==> src/rtl/bemf_seq_pkg.sv <==
package bemf_seq_pkg;
  localparam int unsigned NUM_PH = 3;
  localparam int unsigned SEL_W  = 2;

  typedef enum logic [1:0] {
    ST_IDLE   = 2'b00,
    ST_SEEK_D = 2'b01,
    ST_SEEK_Z = 2'b10
  } seq_st_e;
endpackage

==> src/rtl/bemf_phase_mux.sv <==
module bemf_phase_mux #(
  parameter int unsigned NUM_PH = 3,
  parameter int unsigned SEL_W  = 2
) (
  input  logic [NUM_PH-1:0] cmp_i,
  input  logic [SEL_W-1:0]  sel_i,
  output logic              cmp_o,
  output logic              valid_o
);
  always_comb begin
    cmp_o   = 1'b0;
    valid_o = 1'b0;
    for (int i = 0; i < NUM_PH; i++) begin
      if (sel_i == SEL_W'(i)) begin
        cmp_o   = cmp_i[i];
        valid_o = 1'b1;
      end
    end
  end
endmodule

==> src/rtl/bemf_blank.sv <==
module bemf_blank #(
  parameter int unsigned BLANK_W = 4
) (
  input  logic               clk_i,
  input  logic               rst_ni,
  input  logic               clr_i,
  input  logic               load_i,
  input  logic [BLANK_W-1:0] len_i,
  input  logic               step_i,
  output logic               busy_o
);
  logic [BLANK_W-1:0] cnt_q;

  assign busy_o = (cnt_q != '0);

  always_ff @(posedge clk_i or negedge rst_ni) begin
    if (!rst_ni)               cnt_q <= '0;
    else if (clr_i)            cnt_q <= '0;
    else if (load_i)           cnt_q <= len_i;
    else if (step_i && busy_o) cnt_q <= cnt_q - 1'b1;
  end
endmodule

==> src/rtl/bemf_qual.sv <==
module bemf_qual #(
  parameter int unsigned FILT_W = 4
) (
  input  logic              clk_i,
  input  logic              rst_ni,
  input  logic              clr_i,
  input  logic              sample_i,
  input  logic              hit_i,
  input  logic [FILT_W-1:0] lim_i,
  output logic              fire_o
);
  logic [FILT_W-1:0] cnt_q;
  logic [FILT_W:0]   cnt_nxt;
  logic [FILT_W-1:0] need;

  // limit 0 behaves as 1
  assign need    = (lim_i == '0) ? FILT_W'(1) : lim_i;
  assign cnt_nxt = {1'b0, cnt_q} + 1'b1;
  assign fire_o  = sample_i && hit_i && (cnt_nxt >= {1'b0, need});

  always_ff @(posedge clk_i or negedge rst_ni) begin
    if (!rst_ni)                            cnt_q <= '0;
    else if (clr_i || fire_o)               cnt_q <= '0;
    else if (sample_i && !hit_i)            cnt_q <= '0;
    else if (sample_i && hit_i)             cnt_q <= cnt_nxt[FILT_W-1:0];
  end
endmodule

==> src/rtl/bemf_seq.sv <==
module bemf_seq
  import bemf_seq_pkg::*;
#(
  parameter int unsigned BLANK_W = 4,
  parameter int unsigned FILT_W  = 4
) (
  input  logic               clk_i,
  input  logic               rst_ni,
  input  logic               en_i,
  input  logic               strobe_i,
  input  logic               commut_i,
  input  logic [1:0]         phase_sel_i,
  input  logic               cmp_a_i,
  input  logic               cmp_b_i,
  input  logic               cmp_c_i,
  input  logic               d_pol_i,
  input  logic               z_pol_i,
  input  logic [BLANK_W-1:0] blank_len_i,
  input  logic [FILT_W-1:0]  filt_lim_i,
  output logic               d_evt_o,
  output logic               z_evt_o,
  output logic [1:0]         phase_o,
  output logic [1:0]         state_o
);
  seq_st_e           st_q;
  logic [SEL_W-1:0]  ph_q;
  logic              d_q, z_q;
  logic [NUM_PH-1:0] cmp_vec;
  logic              cmp_sel, sel_ok;
  logic              go, searching, samp, use_s, hit, fire, blank_busy;

  assign cmp_vec   = {cmp_c_i, cmp_b_i, cmp_a_i};
  assign go        = en_i && commut_i;
  assign searching = (st_q == ST_SEEK_D) || (st_q == ST_SEEK_Z);
  assign samp      = en_i && strobe_i && searching && !go;
  assign use_s     = samp && !blank_busy;
  assign hit       = sel_ok && (cmp_sel == ((st_q == ST_SEEK_D) ? d_pol_i : z_pol_i));

  bemf_phase_mux #(.NUM_PH(NUM_PH), .SEL_W(SEL_W)) i_mux (
    .cmp_i   (cmp_vec),
    .sel_i   (ph_q),
    .cmp_o   (cmp_sel),
    .valid_o (sel_ok)
  );

  bemf_blank #(.BLANK_W(BLANK_W)) i_blank (
    .clk_i  (clk_i),
    .rst_ni (rst_ni),
    .clr_i  (!en_i),
    .load_i (go || (fire && st_q == ST_SEEK_D)),
    .len_i  (blank_len_i),
    .step_i (samp),
    .busy_o (blank_busy)
  );

  bemf_qual #(.FILT_W(FILT_W)) i_qual (
    .clk_i    (clk_i),
    .rst_ni   (rst_ni),
    .clr_i    (go || !en_i),
    .sample_i (use_s),
    .hit_i    (hit),
    .lim_i    (filt_lim_i),
    .fire_o   (fire)
  );

  always_ff @(posedge clk_i or negedge rst_ni) begin
    if (!rst_ni) begin
      st_q <= ST_IDLE;
      ph_q <= '0;
      d_q  <= 1'b0;
      z_q  <= 1'b0;
    end else begin
      d_q <= 1'b0;
      z_q <= 1'b0;
      if (!en_i) begin
        st_q <= ST_IDLE;
      end else if (go) begin
        st_q <= ST_SEEK_D;
        ph_q <= phase_sel_i;
      end else if (fire) begin
        if (st_q == ST_SEEK_D) begin
          st_q <= ST_SEEK_Z;
          d_q  <= 1'b1;
        end else begin
          st_q <= ST_IDLE;
          z_q  <= 1'b1;
        end
      end
    end
  end

  assign d_evt_o = d_q;
  assign z_evt_o = z_q;
  assign phase_o = ph_q;
  assign state_o = st_q;
endmodule

==> config.mk <==
export PLATFORM = sky130hd
export DESIGN_NAME = bemf_seq
export DESIGN_NICKNAME = d
export VERILOG_FILES = /design/src/rtl/bemf_seq_pkg.sv /design/src/rtl/bemf_phase_mux.sv /design/src/rtl/bemf_blank.sv /design/src/rtl/bemf_qual.sv /design/src/rtl/bemf_seq.sv
export SDC_FILE = /design/constraint.sdc
export NUM_CORES = 1
export LEC_CHECK = 0
export BUFFER_PORTS_ARGS = -buffer_cell sky130_fd_sc_hd__buf_2
export CORE_MARGIN = 3
export CORE_UTILIZATION = 45
export CTS_BUF_LIST = sky130_fd_sc_hd__clkbuf_8
export DETAILED_ROUTE_END_ITERATION = 8
export GPL_TIMING_DRIVEN = 1
export PLACE_DENSITY_LB_ADDON = 0.2
export SLEW_MARGIN = 40
export SYNTH_ARGS = -nofsm -noshare
export SYNTH_HDL_FRONTEND = slang
export SYNTH_HIERARCHICAL = 1
export SYNTH_SLANG_ARGS = --single-unit
==> constraint.sdc <==
create_clock -name clk_i -period 2.8 [get_ports clk_i]
set_input_delay 0.56 -clock clk_i [delete_from_list [all_inputs] [get_ports clk_i]]
set_output_delay 0.56 -clock clk_i [all_outputs]
set_load 0.005 [all_outputs]
### Yosys cells after proc, flatten, opt, wreduce, memory -nomap -nowiden

Cells that the tools add are included.

| operators by class | value |
|---|---|
| $add $sub $neg | 2 |
| multiply operators | 0 |
| div/mod/pow operators | 0 |
| magnitude comparators | 1 |
| equal/unequal tests | 7 |
| shift-type cells | 0 |
| mux-type cells | 26 |
| bitwise logic cells | 0 |
| reductions and logical operators | 24 |

Operators by type and width:

| cell | count |
|---|---|
| $mux W4 | 7 |
| $mux W1 | 15 |
| $logic_and A1 B1 Y1 | 11 |
| $mux W2 | 4 |
| $ne A3 B1 Y1 const B | 2 |
| $add A4 B1 Y5 const B | 1 |
| $ge A5 B4 Y1 | 1 |
| $eq A2 B1 Y1 const B | 2 |
| $eq A2 B2 Y1 const B | 2 |
| $logic_not A1 Y1 | 4 |
| $logic_not A4 Y1 | 1 |
| $logic_or A1 B1 Y1 | 4 |
| $reduce_bool A4 Y1 | 1 |
| $sub A4 B1 Y4 const B | 1 |
| $reduce_bool A3 Y1 | 1 |
| $logic_not A2 Y1 | 1 |
| $reduce_and A2 Y1 | 1 |
| $eq A1 B1 Y1 | 1 |

| storage, ports and cells | value |
|---|---|
| register bits | 14 |
| bits in latches | 0 |
| memory bits (writable) | 0 |
| ROM bits | 0 |
| output and inout port bits | 6 |
| word-level logic and storage cells | 66 |
| memories kept | 0 |

### Longest topological paths before layout

| depth | value |
|---|---|
| depth after elaboration | 12 |
| depth in mapped cells | 12 |
| gate-level depth less buffers | 11 |

### Modules after synthesis

Netlist, hierarchy kept.

Modules (own cells, without submodules):

| module | instances | cells each | area an instance (um2) |
|---|---|---|---|
| bemf_qual | 1 | 35 | 354.1 |
| bemf_seq | 1 | 28 | 315.3 |
| bemf_blank | 1 | 30 | 287.8 |
| bemf_phase_mux | 1 | 4 | 26.3 |

### Worst setup path before layout

OpenSTA, ideal clock, no wires.

| timing | value |
|---|---|
| path type | register to register |
| from | register i_blank.cnt_q[0] |
| to | register i_blank.cnt_q[1] |
| setup time | 126 ps |
| arrival | 2576 ps |
| data required time | 2674 ps |
| slack | 97 ps |
| cell stages (with the launch flop) | 12 |
| cells stage by stage | dfrtp_1 -> inv_1 -> ha_1 -> or3b_1 -> buf_6 -> nor4b_1 -> nand2_1 -> a21oi_1 -> nand2_1 -> nand2_1 -> nor3_1 -> a311o_1 |

| on the way | value |
|---|---|
| word-level cells in the longest chain between the ends | 9 |
| elaborated cells on any way between the ends | 13 |
| classes of those cells | 1 x add/sub; 1 x eq/ne; 3 x mux; 8 x reduce/logical |

Ends and longest elaborated chain:

| what | RTL line | text |
|---|---|---|
| start, declared | bemf_blank.sv:12 | `logic [BLANK_W-1:0] cnt_q;` |
| start signal, assigned | bemf_blank.sv:19 | `else if (load_i) cnt_q <= len_i;` |
| start signal, assigned | bemf_blank.sv:20 | `else if (step_i && busy_o) cnt_q <= cnt_q - 1'b1;` |
| $reduce_bool A4 Y1 (*) | bemf_blank.sv:14 | `assign busy_o = (cnt_q != '0);` |
| net blank_busy | bemf_seq.sv:30 | `logic go, searching, samp, use_s, hit, fire, blank_busy;` |
| $logic_not A1 Y1 (*) | bemf_seq.sv:36 | `assign use_s = samp && !blank_busy;` |
| $logic_and A1 B1 Y1 (*) | bemf_seq.sv:36 |  |
| net use_s | bemf_seq.sv:30 |  |
| $logic_and A1 B1 Y1 (*) (2 in a row) | bemf_qual.sv:19 | `assign fire_o = sample_i && hit_i && (cnt_nxt >= {1'b0, need});` |
| net fire | bemf_seq.sv:30 |  |
| $logic_and A1 B1 Y1 (*) | bemf_seq.sv:50 | `.load_i (go \|\| (fire && st_q == ST_SEEK_D)),` |
| $logic_or A1 B1 Y1 (*) | bemf_seq.sv:50 |  |
| $mux W4 | bemf_blank.sv:19 |  |
| $mux W4 | bemf_blank.sv:18 | `else if (clr_i) cnt_q <= '0;` |

Mark *: on every way through the listed nets, which the timed path passes. The rest lies on a longest branch. The select of a mux whose other input is x is not followed.
A chain may end at the register's enable or synchronous reset.

### Worst setup path after layout

Same ends and word-level chain as after synthesis.

==> metrics.yaml <==
status: "finished, final reports clean"
hold_viol: 0
syn_area_um2: 983
cts.reportedPaths.clkPinSlew_ns: 0.06
drtIter0Drc: 8
grt_pass1_vias: 831
dieArea_um2: 2780
cp.required_ns: 2.92
syn-instance-count: 97
seqPwrFrac: 0.466
coreArea_um2: 2020
dp_hpwl_um: 1600
layout.cells.most_common_list: "25 x buf_2, 14 x dfrtp_1, 10 x inv_1"
p_comb_frac: 0.196
final.fill_count: 182
peakVddDrop_uv: 355
reg2regPathDepth: 10
fin_crit_sh: 0.914
internal-power_mw: 0.352
cts_hold_buf: 0
placed_cell_area_um2: 1180
r2r_end: "i_blank/cnt_q[1]"
drc: 0
seq_area_frac_synth: 0.356
totalWireLength_um: 1990
crit_arrival_ns: 2.68
fmax_mhz: 391
cts.path.max_buffers: 2
ff2ff_setup_slack_ns: 0.24
synth_cell_types: 38
vias_per_cell: 5.23
worst_slew_pin_slew_ns: 0.331
numCtsBuffers: 3
finalMaxSlewViolations: 0
r2r-start: "i_blank/cnt_q[0]"
h-tree-depth: 1
p_switching_mw: 0.122
crit_fanout: 5
grt_pass1_wl_um: 3450
relSlewSlack: 0.779
fin_area_um2: 1220
p_leak_nw: 0.602
drtAntennaViolNets: 0
die_h_um: 52.8
rows: 16
ios: 26
grt_overflow_total: 0
min_path_type: "input port to async pin"
areaGrowthSynthToFinish_pct: 24.4
ys_ff_latch: 14
route.vias.total: 821
wl_per_cell_um: 12.7
clock-root-buffer: "clkbuf_8"
clock_skew_ns: 0.00518
start_util: 0.486
setup_viol: 0
final_common_cell: "buf_2"
clock-sinks: 14
clkPwrFrac: 0.338
antenna_found_initial: 0
cts_tree: "built"
avgSynthCellArea_um2: 10.1
diodes: 0
globalplace.congestion: 0.818
drive_gt1_frac: 0.338
fin_total_pwr_mw: 0.474
nets: 161
period_needed_ns: 2.56
crit_type: "register to register"
power_density_nw_per_um2: 387
syn_nets: 126
clock_latency_ns: 0.24
port_buffers: 25
start_kind: "register"
final_core_util: 0.605
cap_violations: 0
yosysWarningCount: 6
grtUsageTotal: 0.166
p_sw_frac: 0.257
end_kind: "register"
grt_max_degree: 15
first_pass_iters: 4
dieWidth_um: 52.8
power groups by stage:
| stage | registers [mW] | clock network (mW) | logic, mW |
|---|---|---|---|
| after detailed placement | 0.224 | 0 | 0.0922 |
| final | 0.221 | 0.160 | 0.0930 |
| after floorplan | 0.223 | 0 | 0.0573 |
| after global routing | 0.222 | 0.175 | 0.105 |
| after global placement | 0.224 | 0 | 0.0894 |
| after CTS | 0.221 | 0.168 | 0.0926 |
cell type report:
| class | count | area [um2] | area share |
|---|---|---|---|
| multi-input cells | 72 | 591 | 0.483 |
| inverters | 10 | 37.5 | 0.0307 |
| repair buffers | 31 | 170 | 0.139 |
| flip-flops and latches | 14 | 350 | 0.286 |
| well taps | 27 | 33.8 | 0.0276 |
| clock buffers | 3 | 41.3 | 0.0337 |
registers in the layout, summed over array words and instances, names as in the netlist:
signal and count:
d_evt_o 1, i_blank/cnt_q 4, i_qual/cnt_q 4, phase_o 2, state_o 2, z_evt_o 1
critical path: stages (launching register included):
cell,delay [ns]
dfrtp_1,0.38
inv_1,0.14
ha_1,0.18
or3b_1,0.41
nor4b_2,0.31
nand2_1,0.11
a21oi_1,0.18
nand2_1,0.12
nand2_1,0.17
nor3_1,0.09
a311o_1,0.34
metal layers:
metal  global-route usage  up-vias  part of all wire
li1                     -      419                 -
met1                0.209      385              0.47
met2                0.279       15              0.48
met3               0.0513        2             0.042
met4               0.0255        0            0.0050
met5                    0        -                 0
how the worst max path moves through the flow:
stage / to / start / slack, ns
floorplan: i_blank/cnt_q[1] / i_blank/cnt_q[0] / 0.1
global placement: i_blank/cnt_q[1] / filt_lim_i[2] / 0.14
detailed placement: i_blank/cnt_q[1] / filt_lim_i[2] / 0.07
CTS: i_blank/cnt_q[1] / i_blank/cnt_q[0] / 0.16
global route: i_blank/cnt_q[1] / i_blank/cnt_q[0] / -0.005
finish: i_blank/cnt_q[1] / i_blank/cnt_q[0] / 0.24
synthesized netlist by cell type:
| library cell | number | area (um2) |
|---|---|---|
| nor2_1 | 8 | 30.0 |
| or3b_1 | 2 | 17.5 |
| nor4b_1 | 1 | 8.76 |
| o21a_1 | 1 | 7.51 |
| a311o_1 | 1 | 10.0 |
| xnor2_1 | 1 | 8.76 |
| mux2_1 | 2 | 22.5 |
| nand2b_1 | 2 | 12.5 |
| nand4_1 | 1 | 6.26 |
| buf_6 | 1 | 11.3 |
| a21o_1 | 1 | 7.51 |
| nor4b_2 | 1 | 15.0 |
| a311oi_1 | 1 | 8.76 |
| a32o_2 | 1 | 11.3 |
| o21ai_1 | 1 | 5.00 |
| a2111oi_2 | 1 | 15.0 |
| nor3_1 | 1 | 5.00 |
| nor2b_1 | 2 | 12.5 |
| a211oi_1 | 1 | 7.51 |
| a21oi_1 | 3 | 15.0 |
| xor2_1 | 1 | 8.76 |
| nand3b_1 | 1 | 7.51 |
| a32o_1 | 1 | 10.0 |
| and3_4 | 1 | 11.3 |
| nor3b_1 | 3 | 22.5 |
| ha_1 | 9 | 113 |
| mux2i_1 | 5 | 50.1 |
| o2111ai_2 | 1 | 15.0 |
| nor4b_4 | 1 | 23.8 |
| dfrtp_1 | 14 | 350 |
| a31oi_1 | 2 | 12.5 |
| nand3_1 | 4 | 20.0 |
| a32oi_1 | 1 | 8.76 |
| a31o_2 | 1 | 8.76 |
| nand2b_4 | 1 | 13.8 |
| inv_1 | 10 | 37.5 |
| nand2_2 | 1 | 6.26 |
| nand2_1 | 7 | 26.3 |
metrics by stage:
step                setup TNS [ns]  setup WS [ns]  hold WS (ns)  instances
finish                           0          0.241         0.210        157
detailed placement               0         0.0673         0.484        154
global placement                 0          0.139         0.477        154
floorplan                        0         0.0975         0.264         97
CTS                              0          0.159         0.220        157
global route              -0.00505       -0.00505         0.228        157
what timing repair did:
| action | 4_1_cts | 5_1_grt |
|---|---|---|
| endpoints found under the setup margin | 0 | 3 |
| gates resized for setup | 0 | 1 |
| setup buffers | 0 | 0 |
logic make-up (layout without fill, tap and decap cells):
logic type / count (synthesis) / count (layout) / share of synthesized area
buffers and inverters: 11 / 44 / 0.0496
AO/OA/AOI/OAI: 17 / 17 / 0.145
adder cells (fa/ha/maj): 9 / 9 / 0.115
AND/OR/NAND/NOR: 37 / 37 / 0.243
XOR/XNOR: 2 / 2 / 0.0178
flip-flops: 14 / 14 / 0.356
multiplexers: 7 / 7 / 0.0738
Note: power is estimated with default switching activity, not from simulation.
